`src/rtl/pdf_pkg.sv`:
```
package pdf_pkg;

    // Maps the shared delay selection onto a cycle count: 0 bypasses the
    // filter, each step above it doubles the base, saturating at max_shift.
    function automatic int unsigned delay_cycles(input logic [2:0] sel,
                                                 input int unsigned base,
                                                 input int unsigned max_shift);
        int unsigned sh;
        if (sel == 3'd0) begin
            return 0;
        end
        sh = 32'(sel) - 32'd1;
        if (sh > max_shift) begin
            sh = max_shift;
        end
        return base << sh;
    endfunction

endpackage

```
`src/rtl/pdf_sync.sv`:
```
module pdf_sync #(
    parameter int NCH = 4
) (
    input  logic           clk_i,
    input  logic           rst_ni,
    input  logic [NCH-1:0] raw_i,
    output logic [NCH-1:0] smp_o
);

    typedef struct packed {
        logic [NCH-1:0] meta;
        logic [NCH-1:0] stab;
    } sync_t;

    sync_t st_d, st_q;

    always_comb begin
        st_d      = st_q;
        st_d.meta = raw_i;
        st_d.stab = st_q.meta;
    end

    always_ff @(posedge clk_i or negedge rst_ni) begin
        if (!rst_ni) begin
            st_q <= '0;
        end else begin
            st_q <= st_d;
        end
    end

    assign smp_o = st_q.stab;

    // Edges seen since reset, saturating at 2; used only to arm the check.
    logic [1:0] age_q;
    always_ff @(posedge clk_i or negedge rst_ni) begin
        if (!rst_ni) begin
            age_q <= 2'd0;
        end else if (age_q != 2'd2) begin
            age_q <= age_q + 2'd1;
        end
    end

    // the sampled value is the raw input from exactly two edges back
    a_r1_two_stage: assert property (@(posedge clk_i) disable iff (!rst_ni)
        (age_q == 2'd2) |-> (smp_o == $past(raw_i, 2)));

endmodule

```
`src/rtl/pdf_chan.sv`:
```
module pdf_chan #(
    parameter int DW      = 12,
    parameter int MAX_DLY = 2048
) (
    input  logic          clk_i,
    input  logic          rst_ni,
    input  logic          smp_i,
    input  logic [DW-1:0] dly_i,
    output logic          lvl_o,
    output logic          rise_o,
    output logic          fall_o
);

    typedef struct packed {
        logic          lvl;
        logic          rise;
        logic          fall;
        logic [DW-1:0] cnt;
    } chan_t;

    chan_t st_d, st_q;
    logic  bypass;
    logic  reached;

    assign bypass  = (dly_i == '0);
    assign reached = (st_q.cnt >= (dly_i - DW'(1)));

    always_comb begin
        st_d      = st_q;
        st_d.rise = 1'b0;
        st_d.fall = 1'b0;
        if (smp_i == st_q.lvl) begin
            st_d.cnt = '0;
        end else if (bypass || reached) begin
            st_d.lvl  = smp_i;
            st_d.cnt  = '0;
            st_d.rise = smp_i;
            st_d.fall = !smp_i;
        end else begin
            st_d.cnt = st_q.cnt + DW'(1);
        end
    end

    always_ff @(posedge clk_i or negedge rst_ni) begin
        if (!rst_ni) begin
            st_q <= '0;
        end else begin
            st_q <= st_d;
        end
    end

    assign lvl_o  = st_q.lvl;
    assign rise_o = st_q.rise;
    assign fall_o = st_q.fall;

    // a sample matching the filtered level clears the count
    a_r5_restart: assert property (@(posedge clk_i) disable iff (!rst_ni)
        (smp_i == st_q.lvl) |=> (st_q.cnt == '0));

    // the level only ever moves to the value the synchronizer presented
    a_r3_level_source: assert property (@(posedge clk_i) disable iff (!rst_ni)
        (st_q.lvl != $past(st_q.lvl)) |-> (st_q.lvl == $past(smp_i)));

    // the count never exceeds the largest selectable delay
    a_r2_no_overflow: assert property (@(posedge clk_i) disable iff (!rst_ni)
        (32'(st_q.cnt) < MAX_DLY));

    // bypass moves the level on the very next edge
    a_r1_bypass: assert property (@(posedge clk_i) disable iff (!rst_ni)
        (bypass && (smp_i != st_q.lvl)) |=> (st_q.lvl != $past(st_q.lvl)));

    // strobes are exclusive and match the level change they report
    a_r7_exclusive: assert property (@(posedge clk_i) disable iff (!rst_ni)
        !(rise_o && fall_o));
    a_r7_rise_level: assert property (@(posedge clk_i) disable iff (!rst_ni)
        rise_o |-> (lvl_o && !$past(lvl_o)));
    a_r7_fall_level: assert property (@(posedge clk_i) disable iff (!rst_ni)
        fall_o |-> (!lvl_o && $past(lvl_o)));

endmodule

```
`src/rtl/pulse_delay_filter.sv`:
```
module pulse_delay_filter #(
    parameter int NCH       = 4,
    parameter int SEL_W     = 3,
    parameter int BASE_DLY  = 256,
    parameter int MAX_SHIFT = 3
) (
    input  logic             clk_i,
    input  logic             rst_ni,
    input  logic [NCH-1:0]   raw_i,
    input  logic [SEL_W-1:0] dly_sel_i,
    output logic [NCH-1:0]   filt_o,
    output logic [NCH-1:0]   rise_o,
    output logic [NCH-1:0]   fall_o
);

    localparam int MAX_DLY = BASE_DLY << MAX_SHIFT;
    localparam int DW      = $clog2(MAX_DLY) + 1;

    logic [NCH-1:0] smp;
    logic [DW-1:0]  dly;

    always_comb begin
        dly = DW'(pdf_pkg::delay_cycles(3'(dly_sel_i), BASE_DLY, MAX_SHIFT));
    end

    pdf_sync #(
        .NCH (NCH)
    ) sync_i (
        .clk_i  (clk_i),
        .rst_ni (rst_ni),
        .raw_i  (raw_i),
        .smp_o  (smp)
    );

    for (genvar c = 0; c < NCH; c++) begin : g_chan
        pdf_chan #(
            .DW      (DW),
            .MAX_DLY (MAX_DLY)
        ) chan_i (
            .clk_i  (clk_i),
            .rst_ni (rst_ni),
            .smp_i  (smp[c]),
            .dly_i  (dly),
            .lvl_o  (filt_o[c]),
            .rise_o (rise_o[c]),
            .fall_o (fall_o[c])
        );
    end

    // a channel whose raw line has been quiet since reset stays low
    a_r6_quiet_low: assert property (@(posedge clk_i) disable iff (!rst_ni)
        ((filt_o & ~($past(filt_o) | $past(smp))) == '0));

    // reset leaves every output low on the first edge after release
    a_r8_reset_outputs: assert property (@(posedge clk_i)
        !$past(rst_ni) |-> ((filt_o == '0) && (rise_o == '0) && (fall_o == '0)));

endmodule

```
`config.mk`:
```
export PLATFORM = sky130hd
export DESIGN_NAME = pulse_delay_filter
export DESIGN_NICKNAME = d
export VERILOG_FILES = /design/src/rtl/pdf_pkg.sv /design/src/rtl/pdf_sync.sv /design/src/rtl/pdf_chan.sv /design/src/rtl/pulse_delay_filter.sv
export SDC_FILE = /design/constraint.sdc
export NUM_CORES = 1
export LEC_CHECK = 0
export ABC_AREA = 1
export ABC_CLOCK_PERIOD_IN_PS = 1600
export BUFFER_PORTS_ARGS = -buffer_cell sky130_fd_sc_hd__buf_2
export CORE_ASPECT_RATIO = 0.5
export CORE_MARGIN = 3
export CORE_UTILIZATION = 40
export DETAILED_ROUTE_END_ITERATION = 8
export MAX_ROUTING_LAYER = met4
export PLACE_DENSITY = 0.56
export REMOVE_ABC_BUFFERS = 1
export SLEW_MARGIN = 0
export SYNTH_ARGS = -nofsm -noshare
export SYNTH_HDL_FRONTEND = slang
export SYNTH_SLANG_ARGS = --single-unit
```
`constraint.sdc`:
```
create_clock -name clk_i -period 1.6 [get_ports clk_i]
set_input_delay 0 -clock clk_i [delete_from_list [all_inputs] [get_ports clk_i]]
set_output_delay 0 -clock clk_i [all_outputs]
set_load 0.05 [all_outputs]
```
==> key figures <==
GRT
  – GR Overflow Total: 0
  – All-Layer GR Usage: 0.144
  – Global-route wire length before repair: ~11,000 um
  – Largest net degree at the start of global routing: 45
  – Vias in the first global route: around 2,500
  – Initial antenna violation count: 0

Finish
  – Inserted Diodes: 0
  – Layout Nets: around 480
  – Register Area: 1700 um^2
  – Multi-input gate area: between 1500 and 2000 um^2
  – Fraction of layout cells with a size suffix above 1: 0.389
  – Final Non-Filler Cells: about 570
  – Layout area overhead: 35.6%
  – Final Cell Area: slightly below 5000 um^2
  – Filler cell count: around 710

Timing
  – Unrepaired setup endpoints after global routing: true
  – Final worst slack: -0.0656 ns
  – Min cycle time layout: roughly 1.7 ns
  – Worst-margin pin slew: 0.562 ns
  – Fmax: approximately 600 MHz
  – Final worst-path cycle share: 1.04
  – Final Hold Violating Endpoints: 0
  – Final setup viols: 18
  – Slew margin rel.: 0.625
  – Worst clock skew: between 0.003 and 0.004 ns
  – Slew Limit Fails: 0

Worst setup path
  – WP data arrival: ~1.9 ns
  – Critical path endpoint: g_chan[0].chan_i.lvl_o$_DFFE_PN0P_
  – Crit Path Category: input port to register
  – Worst Path Required: 1.82 ns
  – CP Launch Point: dly_sel_i[0]
  – Critical R2R Capture: g_chan[3].chan_i.fall_o$_DFF_PN0_
  – Critical register-to-register path startpoint: g_chan[3].chan_i.st_q[1]$_DFF_PN0_
  – Startpoint types: input port
  – Critical path peak fanout: 4
  – R2r setup slk: -0.01 ns
  – Worst setup EP type: register
  – R2r worst-path depth: 10

Synth
  – Top post-synthesis cells by area: dfrtp_1 (48%), nand2_1 (8.0%), xor2_1 (6.7%), ha_1 (6.4%), nor2_1 (5.7%)
  – Synth top cells by count: nand2_1 (75), dfrtp_1 (68), nor2_1 (54)
  – Syn Inst Count: roughly 380
  – Main synth FF type: dfrtp_1
  – Share of flip-flops with an asynchronous set or reset: 1.00
  – Area leader, netlist: dfrtp_1
  – Cell Area, Synth: approximately 3500 um^2
  – Seq/Total Area, Yosys: 0.481
  – Warnings from Yosys: 0
  – Unique cell type count in the Yosys netlist: 30
  – Flops & latches, synth: 68
  – Share of the synthesized area in the top cell type: 0.481
  – Most numerous cell in the Yosys netlist: nand2_1
  – Average size of a mapped cell: 9.27 um^2
  – Post-synth EDFFs: 0

Clock tree
  – Clk Latency, worst-skew pair: approximately 0.33 ns
  – Reg clk slew, reported paths: 0.05 ns
  – Clock sinks: roughly 70
  – H-Tree Depth: 3
  – Longest Clk Path Bufs: 2
  – CTS tree: built
  – CTS root buf: clkbuf_16
  – CTS buffer count: 9

Power
  – Max rail drop VDD: between 500 and 600 uV
  – Tot Pwr: between 4 and 5 mW
  – Static leakage: approximately 2.3 nW
  – Power per cell area: between 900 and 1000 nW/um^2

Detailed routing
  – Wirelength per Cell: about 12 um
  – Residual DRC count: 0
  – DRT antenna net count: 0
  – Final WL: between 6000 and 7000 um
  – Via-to-Cell Ratio: 4.63
  – DRT iter0 DRCs: 135
  – Vias: 2,623
  – Drt first pass iters: 4

Floorplan
  – Initial core utilization: 0.427
  – Ports: 21
  – Row cnt: 23
  – Area of the core: 8290 um^2
  – Die W: approximately 140 um
  – DIE HEIGHT: approximately 73 um
  – Die area: roughly 10,000 um^2

Place
  – DP Wirelength: around 4300 um
  – Placed inst area: between 3000 and 4000 um^2
  – Cells after DPL: approximately 520
  – Port-buffer cells: 20
  – Setup slack at placement: -0.760 ns
  – Routability Congestion: a little under 0.8

Min path
  – Hold Path Class: input port to asynchronous set/reset pin

Outcome
  – Violated checks: negative setup slack
  – Outcome: complete, but fails checks

Run
  – Max cap viols: 0
state kept, by name, indices dropped and copies added (netlist names):
name / count
sync_i.smp_o: 4
sync_i.st_d: 4
g_chan.chan_i.st_q: 48
g_chan.chan_i.fall_o: 4
g_chan.chan_i.rise_o: 4
g_chan.chan_i.lvl_o: 4
routing by layer:
metal | up-vias | wire, um | global-route usage
met4 | 0 | 116 | 0.0456
met1 | 1262 | 3160 | 0.172
li1 | 1320 | - | -
met5 | - | 0 | -
met2 | 27 | 3340 | 0.240
met3 | 14 | 203 | 0.0428
worst max-delay path: stages:
cell,delay [ns]
buf_8,0.10
inv_6,0.06
buf_12,0.09
ha_4,0.20
o21ai_2,0.14
nand2_2,0.09
xnor2_2,0.18
buf_4,0.17
ha_4,0.21
a211oi_4,0.26
buf_4,0.15
buf_6,0.10
nand2_2,0.05
nand2_2,0.04
nand2_1,0.05
report_power, final:
group	switching [mW]	internal [mW]
sequential	0.0557	1.80
clock	0.704	1.28
combinational	0.424	0.291
total	1.18	3.37
cells in the final DEF (no fill, tap or decap), types with 2 or more instances in the layout:
master,count
nand2_1,57
a211oi_4,4
xor2_1,27
a21oi_2,4
clkbuf_8,2
nand2_4,7
a21oi_4,2
nand3_2,3
ha_2,3
ha_1,8
buf_6,13
inv_2,3
nand2_2,19
nor2_4,5
a21oi_1,3
buf_2,18
a21boi_1,3
ha_4,7
clkinv_2,2
dfrtp_1,68
nand3_1,16
xnor2_1,8
and3_1,4
buf_4,33
nor2_1,45
nand3_4,6
inv_1,31
or2_2,5
clkbuf_16,9
nor2_2,20
inv_6,2
dlygate4sd3_1,5
how the worst min path moves through the flow:
stage | cells after the start | startpoint | end
final | 3 | rst_ni | g_chan[1].chan_i.st_q[2]$_DFF_PN0_
after global routing | 3 | rst_ni | g_chan[1].chan_i.st_q[2]$_DFF_PN0_
after CTS | 3 | rst_ni | g_chan[1].chan_i.st_q[2]$_DFF_PN0_
after detailed placement | 2 | rst_ni | g_chan[1].chan_i.st_q[2]$_DFF_PN0_
after global placement | 2 | rst_ni | g_chan[1].chan_i.st_q[2]$_DFF_PN0_
after floorplan | 0 | rst_ni | g_chan[0].chan_i.fall_o$_DFF_PN0_
final cells by class:
cell class,instances,area share
Timing Repair Buffer,71,0.119
Sequential cell,68,0.354
Clock buffer,12,0.0534
Inverter,36,0.0302
Multi-Input combinational cell,264,0.404
Tap cell,112,0.0292
Clock inverter,4,0.00990
per-stage QoR:
step	util	hold slack, ns	TNS [ns]
2_1_floorplan	-	-0.296	-20.62
3_3_place_gp	0.462	0.00680	-37.57
3_5_place_dp	0.462	0.0163	-41.94
4_1_cts	0.543	0.208	-0.134
5_1_grt	0.579	0.245	-4.28
6_report	0.579	0.197	-0.407
cells by family after synthesis:
kind of cell               after synthesis  synth area share
AOI/OAI and AO/OA                       19            0.0413
xor gates and xnor gates                36            0.0890
and+or+nand+nor                        189             0.247
buffers and inverters                   52            0.0788
DFF                                     68             0.481
adders and majority gates               18            0.0636
repair_timing:
action,in CTS,in global routing
endpoints found under the setup margin,60,60
hold buffers,5,0
resized for setup,43,55
endpoints found under the hold margin,72,0
cloned,1,1
pin swaps,18,51
buffers inserted,9,11
No activity file was read; power rests on OpenSTA's default activity.
